### config.mk
export PLATFORM = sky130hd
export DESIGN_NAME = iter_muldiv
export DESIGN_NICKNAME = d
export VERILOG_FILES = /design/src/rtl/mdu_pkg.sv /design/src/rtl/mdu_shift_mult.sv /design/src/rtl/mdu_long_div.sv /design/src/rtl/iter_muldiv.sv
export SDC_FILE = /design/constraint.sdc
export NUM_CORES = 1
export LEC_CHECK = 0
export BUFFER_PORTS_ARGS = -buffer_cell sky130_fd_sc_hd__clkbuf_2
export CAP_MARGIN = 30
export CORE_AREA = 5 5 232 234
export CTS_BUF_LIST = sky130_fd_sc_hd__clkbuf_8
export CTS_CLUSTER_SIZE = 30
export DETAILED_ROUTE_END_ITERATION = 7
export DIE_AREA = 0 0 237 239
export PLACE_DENSITY_LB_ADDON = 0.2
export SLEW_MARGIN = 20
export SYNTH_ARGS = -nofsm -noshare
export SYNTH_HDL_FRONTEND = slang
export SYNTH_SLANG_ARGS = --single-unit
### constraint.sdc
create_clock -name clk -period 4 [get_ports clk]
set_input_delay 0.4 -clock clk [delete_from_list [all_inputs] [get_ports clk]]
set_output_delay 0.4 -clock clk [all_outputs]
set_load 0.1 [all_outputs]
### src/rtl/mdu_pkg.sv
package mdu_pkg;
  typedef enum logic [2:0] {
    OP_MUL    = 3'd0,
    OP_MULH   = 3'd1,
    OP_MULHSU = 3'd2,
    OP_MULHU  = 3'd3,
    OP_DIV    = 3'd4,
    OP_DIVU   = 3'd5,
    OP_REM    = 3'd6,
    OP_REMU   = 3'd7
  } mdu_op_e;
endpackage

### src/rtl/mdu_shift_mult.sv
module mdu_shift_mult #(
  parameter int W = 32
) (
  input  logic         clk,
  input  logic         rst,
  input  logic         go,
  input  logic [1:0]   kind,
  input  logic [W-1:0] a,
  input  logic [W-1:0] b,
  output logic         active,
  output logic         fin,
  output logic [W-1:0] res
);
  localparam int CW = $clog2(W);

  logic [2*W-1:0] mcand, acc, acc_nx, prod_fix;
  logic [W-1:0]   mplier, a_mag, b_mag;
  logic [CW-1:0]  cnt;
  logic           neg, high, a_sgn, b_sgn;

  assign a_sgn = (kind == 2'd1) || (kind == 2'd2);
  assign b_sgn = (kind == 2'd1);
  assign a_mag = (a_sgn && a[W-1]) ? (~a + 1'b1) : a;
  assign b_mag = (b_sgn && b[W-1]) ? (~b + 1'b1) : b;

  assign acc_nx   = mplier[0] ? acc + mcand : acc;
  assign prod_fix = neg ? (~acc_nx + 1'b1) : acc_nx;
  assign fin      = active && (high ? (cnt == CW'(W-1)) : (mplier[W-1:1] == '0));
  assign res      = high ? prod_fix[2*W-1:W] : acc_nx[W-1:0];

  always_ff @(posedge clk) begin
    if (rst) begin
      active <= 1'b0;
      mcand  <= '0;
      mplier <= '0;
      acc    <= '0;
      cnt    <= '0;
      neg    <= 1'b0;
      high   <= 1'b0;
    end else if (go) begin
      active <= 1'b1;
      mcand  <= {{W{1'b0}}, a_mag};
      mplier <= b_mag;
      acc    <= '0;
      cnt    <= '0;
      neg    <= (a_sgn & a[W-1]) ^ (b_sgn & b[W-1]);
      high   <= (kind != 2'd0);
    end else if (active) begin
      acc    <= acc_nx;
      mcand  <= mcand << 1;
      mplier <= mplier >> 1;
      cnt    <= cnt + 1'b1;
      if (fin) active <= 1'b0;
    end
  end

  // a low-half multiply never spends a cycle past its first on an exhausted multiplier
  a_r3_no_idle_steps: assert property (@(posedge clk) disable iff (rst)
    (active && !high) |-> (mplier != '0 || cnt == '0));
endmodule

### src/rtl/mdu_long_div.sv
module mdu_long_div #(
  parameter int W      = 32,
  parameter int CYCLES = 37
) (
  input  logic         clk,
  input  logic         rst,
  input  logic         go,
  input  logic         want_rem,
  input  logic         is_signed,
  input  logic [W-1:0] a,
  input  logic [W-1:0] b,
  output logic         active,
  output logic         fin,
  output logic [W-1:0] res
);
  localparam int CW = $clog2(CYCLES + 1);

  logic [W-1:0]  quo, rem, den, dvd, a_mag, b_mag, q_out, r_out;
  logic [W:0]    trial, diff;
  logic [CW-1:0] cnt;
  logic          qneg, rneg, dz, rsel, ge;

  assign a_mag = (is_signed && a[W-1]) ? (~a + 1'b1) : a;
  assign b_mag = (is_signed && b[W-1]) ? (~b + 1'b1) : b;

  assign trial = {rem, quo[W-1]};
  assign ge    = trial >= {1'b0, den};
  assign diff  = trial - {1'b0, den};

  assign q_out = qneg ? (~quo + 1'b1) : quo;
  assign r_out = rneg ? (~rem + 1'b1) : rem;
  assign fin   = active && (dz || cnt == CW'(CYCLES-1));
  assign res   = dz ? (rsel ? dvd : '1) : (rsel ? r_out : q_out);

  always_ff @(posedge clk) begin
    if (rst) begin
      active <= 1'b0;
      quo    <= '0;
      rem    <= '0;
      den    <= '0;
      dvd    <= '0;
      cnt    <= '0;
      qneg   <= 1'b0;
      rneg   <= 1'b0;
      dz     <= 1'b0;
      rsel   <= 1'b0;
    end else if (go) begin
      active <= 1'b1;
      quo    <= a_mag;
      rem    <= '0;
      den    <= b_mag;
      dvd    <= a;
      cnt    <= '0;
      qneg   <= is_signed & (a[W-1] ^ b[W-1]);
      rneg   <= is_signed & a[W-1];
      dz     <= (b == '0);
      rsel   <= want_rem;
    end else if (active) begin
      cnt <= cnt + 1'b1;
      if (cnt < CW'(W)) begin
        quo <= {quo[W-2:0], ge};
        rem <= ge ? diff[W-1:0] : trial[W-1:0];
      end
      if (fin) active <= 1'b0;
    end
  end

  // a zero divisor finishes in the first busy cycle
  a_r6_zero_div_fast: assert property (@(posedge clk) disable iff (rst)
    (go && b == '0) |=> fin);
  // a nonzero divisor never finishes in the first busy cycle
  a_r8_full_division: assert property (@(posedge clk) disable iff (rst)
    (go && b != '0) |=> (active && !fin));
endmodule

### src/rtl/iter_muldiv.sv
module iter_muldiv #(
  parameter int W          = 32,
  parameter int DIV_CYCLES = 37
) (
  input  logic         clk,
  input  logic         rst,
  input  logic         start,
  input  logic [2:0]   op,
  input  logic [W-1:0] a,
  input  logic [W-1:0] b,
  output logic         busy,
  output logic         done,
  output logic [W-1:0] result
);
  import mdu_pkg::*;

  mdu_op_e      op_e;
  logic         take, mul_go, div_go;
  logic         mul_act, mul_fin, div_act, div_fin;
  logic [W-1:0] mul_res, div_res;

  assign op_e   = mdu_op_e'(op);
  assign take   = start && !busy;
  assign mul_go = take && !op_e[2];
  assign div_go = take && op_e[2];

  mdu_shift_mult #(.W(W)) u_mult (
    .clk(clk), .rst(rst), .go(mul_go), .kind(op[1:0]),
    .a(a), .b(b), .active(mul_act), .fin(mul_fin), .res(mul_res)
  );

  mdu_long_div #(.W(W), .CYCLES(DIV_CYCLES)) u_div (
    .clk(clk), .rst(rst), .go(div_go), .want_rem(op[1]), .is_signed(!op[0]),
    .a(a), .b(b), .active(div_act), .fin(div_fin), .res(div_res)
  );

  always_ff @(posedge clk) begin
    if (rst) begin
      busy   <= 1'b0;
      done   <= 1'b0;
      result <= '0;
    end else begin
      done <= mul_fin | div_fin;
      if (mul_fin)      result <= mul_res;
      else if (div_fin) result <= div_res;
      if (take)                   busy <= 1'b1;
      else if (mul_fin | div_fin) busy <= 1'b0;
    end
  end

  // completion pulse lasts one cycle and only once the unit is idle
  a_r9_done_single: assert property (@(posedge clk) disable iff (rst)
    done |=> !done);
  a_r9_done_idle: assert property (@(posedge clk) disable iff (rst)
    done |-> !busy);
  // a start while idle (including the done cycle) is taken
  a_r12_start_taken: assert property (@(posedge clk) disable iff (rst)
    (start && !busy) |=> busy);
  // only one engine ever runs at a time
  a_r10_one_engine: assert property (@(posedge clk) disable iff (rst)
    $onehot0({mul_act, div_act}));
  // result is frozen while an operation runs
  a_r10_result_held: assert property (@(posedge clk) disable iff (rst)
    (busy && $past(busy)) |-> $stable(result));
endmodule

---- Word-level counts from Yosys, hierarchy flattened ----
Index checks and enable logic that the tools add are counted.
storage, ports and cells
  register bits ........................... 341
  bits of input ports ..................... 70
  output and inout port bits .............. 34
  word-level logic and storage cells ...... 105
cells by class
  add/subtract/negate cells ............... 9
  order comparisons ....................... 2
  equality and inequality tests ........... 4
  multiplexer cells ....................... 31
  bitwise logic cells ..................... 12
  reduce and logical (&&, ||, !) cells .... 26
operator list
  kind                                                  count
  two-way mux 32 bit                                    20
  adder 32 x 1 -> 32 bit (second input constant)        4
  two-way mux 64 bit                                    2
  inverter 32 bit                                       4
  adder 64 x 1 -> 64 bit (second input constant)        1
  adder 64 bit                                          1
  inverter 64 bit                                       1
  >= comparator 33 x 32 -> 1 bit                        1
  zero test 32 bit                                      1
  subtractor 32 bit                                     1
  zero test 31 bit                                      1
  nonzero test 2 bit                                    6
  logical AND 1 bit                                     9
  two-way mux 1 bit                                     9
  adder 6 x 1 -> 6 bit (second input constant)          1
  equality test 6 bit (second input constant)           1
  less-than comparator 6 bit (second input constant)    1
  adder 5 x 1 -> 5 bit (second input constant)          1
  equality test 5 bit (second input constant)           1
  bitwise AND 1 bit                                     4
  AND reduction 2 bit                                   2
  OR reduction 2 bit                                    2
  zero test 1 bit                                       3
  equality test 2 x 1 -> 1 bit (second input constant)  1
  other kinds (4)                                       6

---- Logic depth before layout (Yosys ltp) ----
  word-level depth ........................ 7
  depth in mapped cells ................... 18

---- Hierarchy ----
From an unflattened synthesis, not the netlist that was laid out.
unflattened totals
  cell total of the unflattened synthesis .. 3,467
  area total of the unflattened synthesis .. 26,937.1 um^2
by module, submodules not included
  module          times used  cells each  area each (um^2)
  mdu_shift_mult  1           1,869       14,506.4
  mdu_long_div    1           1,444       10,725.3
  iter_muldiv     1           154         1,705.4

---- Worst setup path after synthesis ----
No wires, ideal clock.
  path type ............................... register -> register
  start ................................... register u_mult.acc[0]
  end ..................................... register result[28]
  setup time .............................. 0.139 ns
  data arrival time ....................... 4.039 ns
  required time ........................... 3.861 ns
  path slack .............................. -0.179 ns
  stages on the path, launching flop included .. 16
  buffers on the path ..................... 0
  clock period less this slack ............ 4.179 ns
  cell sequence ........................... dfxtp_1 > ha_1 > fa_1 > a211oi_2 > o21a_1 > or4_1 > a311oi_1 > nor3_1 > o41ai_1 > xor2_1 > mux2i_1 > nand3_2 > or4b_4 > o311a_1 > o22ai_1 > a221oi_1
on the way
  cells in the longest elaborated chain, start to end .. 7
ends and longest elaborated chain
  item                    RTL line              source
  start, declared         mdu_shift_mult.sv:16  logic [2*W-1:0] mcand, acc, acc_nx, prod_fix;
  start signal, assigned  mdu_shift_mult.sv:49  acc <= acc_nx;
  adder 64 bit            mdu_shift_mult.sv:26  assign acc_nx = mplier[0] ? acc + mcand : acc;
  two-way mux 64 bit (*)  mdu_shift_mult.sv:26
  inverter 64 bit         mdu_shift_mult.sv:27  assign prod_fix = neg ? (~acc_nx + 1'b1) : acc_nx;
  adder 64 x 1 -> 64 bit  mdu_shift_mult.sv:27
  two-way mux 64 bit      mdu_shift_mult.sv:27
  two-way mux 32 bit (*)  mdu_shift_mult.sv:29  assign res = high ? prod_fix[2*W-1:W] : acc_nx[W-1:0];
  two-way mux 32 bit (*)  iter_muldiv.sv:44     if (mul_fin) result <= mul_res;
  end signal, assigned    iter_muldiv.sv:44
  end signal, assigned    iter_muldiv.sv:45     else if (div_fin) result <= div_res;
  end, declared           iter_muldiv.sv:13     output logic [W-1:0] result
Mark *: on every way between the ends. The rest lies on a longest branch, timed or not.
A chain may end at the register's enable or synchronous reset.

---- Worst setup path in the final report ----
  start ................................... register u_mult.mcand[2]
  end ..................................... register result[27]
on the way
  cells in the longest elaborated chain, start to end .. 7
ends and longest elaborated chain
  item                    RTL line              source
  start, declared         mdu_shift_mult.sv:16
  start signal, assigned  mdu_shift_mult.sv:42  mcand <= {{W{1'b0}}, a_mag};
  start signal, assigned  mdu_shift_mult.sv:50  mcand <= mcand << 1;
  adder 64 bit (*)        mdu_shift_mult.sv:26
  two-way mux 64 bit (*)  mdu_shift_mult.sv:26
  inverter 64 bit         mdu_shift_mult.sv:27
  adder 64 x 1 -> 64 bit  mdu_shift_mult.sv:27
  two-way mux 64 bit      mdu_shift_mult.sv:27
  two-way mux 32 bit (*)  mdu_shift_mult.sv:29
  two-way mux 32 bit (*)  iter_muldiv.sv:44
Marks and branches as above.

==> results.sh <==
export IMPL_outcome="complete, but fails checks"
export IMPL_violations="negative setup slack"
export IMPL_seq_area_frac_synth=0.269
export IMPL_synth_ff_type="dfxtp_1"
export IMPL_drtAntennaViolNets=0
export IMPL_drtIter0Drc=2461
export IMPL_synth_seq_cells=341
export IMPL_syn_num_nets=3539
export IMPL_numCtsBuffers=67
export IMPL_fin_worst_hold_slack_ns=0.0643
export IMPL_dr_pass1_iters=6
export IMPL_arrival_ns=4.84
export IMPL_routedWlPerCell_um=22.2
export IMPL_synth_commonest_cells="454 x nor2_1, 351 x nand2_1, 341 x dfxtp_1, 257 x a21oi_1, 199 x clkbuf_1"
export IMPL_ys_types=97
export IMPL_endpoint_kind="register"
export IMPL_grtUsageTotal=0.340
export IMPL_irDropWorstVdd_v=0.000317
export IMPL_hp_class="in2reg"
export IMPL_internal_power_w=0.00685
export IMPL_die_x_um=237
export IMPL_place_inst=4399
export IMPL_rsz0062_at_grt="yes"
export IMPL_final_cells=4560
export IMPL_finalSetupTns_ns=-5.08
export IMPL_core_area_sq_um=51800
export IMPL_die_h_um=239
export IMPL_htreeDepth=3
export IMPL_p_sw_frac=0.348
export IMPL_max_freq_mhz=233
export IMPL_place_gp_congestion=1.06
export IMPL_synth_edf_count=0
export IMPL_gr_total_overflow=0
export IMPL_final_hold_viol_count=0
export IMPL_synth_area_sq_um=25400
export IMPL_drc=0
export IMPL_port_buffers=103
export IMPL_cts_root_buf="clkbuf_8"
export IMPL_post_route_min_period_ns=4.29
export IMPL_worst_skew_pair_late_latency_ns=0.65
export IMPL_yosysMostFrequentCell="nor2_1"
export IMPL_drt_total_wl_mm=101
export IMPL_start_kind="register"
export IMPL_dp_hpwl_mm=77.3
export IMPL_clock_sinks=341
export IMPL_worst_slack_ns=-0.295
export IMPL_postLayoutCoreUtil=0.622
export IMPL_maxSlewHeadroom=0.329
export IMPL_switching_power_w=0.00366
export IMPL_core_rowCount=84
export IMPL_worstSetupStartpoint="u_mult.mcand[2]"
export IMPL_powerDensity_nw_per_um2=326
export IMPL_yosysWarnings=0
export IMPL_p_clk_frac=0.334
export IMPL_grt_first_pass_wirelength_mm=154
export IMPL_synth_top_area_cell="dfxtp_1"
export IMPL_min_path_cells=3
export IMPL_pwr_share_seq=0.359
export IMPL_drive_gt1_frac=0.241
export IMPL_grt_max_degree=107
export IMPL_dieArea_sq_um=56600
export IMPL_comb_power_share=0.306
export IMPL_start_util=0.490
export IMPL_worst_pin_slew_ns=1.01
export IMPL_nets=3998
export IMPL_skew_ns=0.0240
export IMPL_antenna_found_initial=15
export IMPL_hold_start="b[1]"
export IMPL_clock_path_buffers=3
export IMPL_cts_clk_slew_worst_paths_ns=0.06
export IMPL_yosysTopAreaCellShare=0.269
export IMPL_critPathKind="reg2reg"
export IMPL_synthArstFlopShare=0
export IMPL_maxCapViolations=0
export IMPL_setup_violations=32
export IMPL_cts_tree="done"
export IMPL_postSynthAreaPerCell_sq_um=7.55
export IMPL_syn_inst=3362
export IMPL_p_leak_nw=13.1
export IMPL_r2r_cells=18
export IMPL_required_ns=4.54
export IMPL_r2r_start="u_mult.mcand[2]"
export IMPL_finalCritPeriodShare=1.07
export IMPL_viasPerCell=6.12
export IMPL_grt_pass1_vias=26600
export IMPL_synth_area_leaders="dfxtp_1 27%, nor2_1 6.7%, mux2i_1 5.7%, nand2_1 5.2%, ha_1 5.2%"
export IMPL_syn_to_final_growth_pct=27.1
export IMPL_io_pins=104
export IMPL_vias=27900
export IMPL_cp_max_fo=8
export IMPL_maxSlewViolCount=0
[cell type report]
cell class | instances | area, sq um
multi-input combinational | 2702 | 18300
antenna | 8 | 20.0
timing repair buffer | 633 | 4680
clock inverter | 30 | 146
sequential | 341 | 6850
fill | 4652 | 19600
clock buffer | 82 | 1130
tap | 688 | 861
inverter | 76 | 285
[placed cells by master (no fill, tap or decap), types with 111 or more instances in the layout]
| cell type | n |
|---|---|
| a211oi_1 | 144 |
| a21oi_1 | 242 |
| buf_4 | 507 |
| dfxtp_1 | 330 |
| mux2i_1 | 140 |
| nand2_1 | 348 |
| nor2_1 | 451 |
| o21ai_0 | 150 |
| xnor2_1 | 111 |
| xor2_1 | 120 |
[state kept, by name, summed over array words and instances, names as in the netlist, 6 cells and up]
register,count
u_div.dvd,32
u_div.quo,32
u_div.cnt,6
result,32
u_mult.acc,64
u_mult.mplier,32
u_mult.mcand,64
u_div.rem,32
u_div.den,32
[critical path: stages, from the launching register on]
cell and delay [ns]:
dfxtp_1 0.32, ha_2 0.38, o211ai_1 0.15, o21ai_2 0.27, a211oi_2 0.10, buf_4 0.18
buf_12 0.14, o41ai_2 0.36, xnor2_1 0.24, o311a_1 0.23, o21a_1 0.19, nand4_1 0.22
nor4b_4 0.27, buf_6 0.18, nand4_4 0.16, buf_6 0.17, o41ai_4 0.24, xnor2_1 0.15
a221oi_2 0.27
[timing repair]
item	in CTS	in global routing
hold endpoints to repair	1	0
hold buffers	1	0
resized for setup	71	120
setup endpoints to repair	55	57
pin swaps	46	58
buffers inserted	19	18
cloned	0	1
[path summary, 6_finish.rpt]
path                   to  slack (ns)
max            result[27]       -0.29
min          u_div.den[1]        0.06
min reg2reg  u_div.dvd[2]        0.46
max reg2reg    result[27]       -0.29
[power groups by stage]
stage | sequential, W | clock [W] | combinational [W]
floorplan | 0.00378 | 0 | 0.00184
global placement | 0.00382 | 0 | 0.00290
detailed placement | 0.00383 | 0 | 0.00294
CTS | 0.00376 | 0.00357 | 0.00304
global route | 0.00379 | 0.00371 | 0.00347
finish | 0.00378 | 0.00351 | 0.00322
[per-stage QoR]
stage	total power, W	cell area (sq um)	setup slack (ns)
after floorplan	0.00563	25400	0.0379
after global placement	0.00672	29600	-0.616
after detailed placement	0.00677	29600	-0.707
after CTS	0.0104	31400	-0.243
after global routing	0.0110	32200	-0.456
final	0.0105	32200	-0.295
[kinds of logic (layout without fill, tap and decap cells)]
group	after synthesis	after routing	synth area share
muxes	155	155	0.0617
adders and majority gates	107	107	0.0534
xor gates and xnor gates	235	235	0.0811
DFF	341	341	0.269
AOI/OAI and AO/OA	976	976	0.261
buffers and inverters	319	821	0.0492
and+or+nand+nor	1229	1229	0.225
other	0	8	0
[per-layer routing]
| layer | track usage | part of all wire | vias up |
|---|---|---|---|
| met5 | 0 | 0.00080 | - |
| met4 | 0.165 | 0.053 | 14 |
| met3 | 0.0635 | 0.074 | 279 |
| met2 | 0.574 | 0.47 | 1102 |
| met1 | 0.417 | 0.40 | 13300 |
| li1 | - | - | 13200 |
Power figures use the tool's default switching activity.
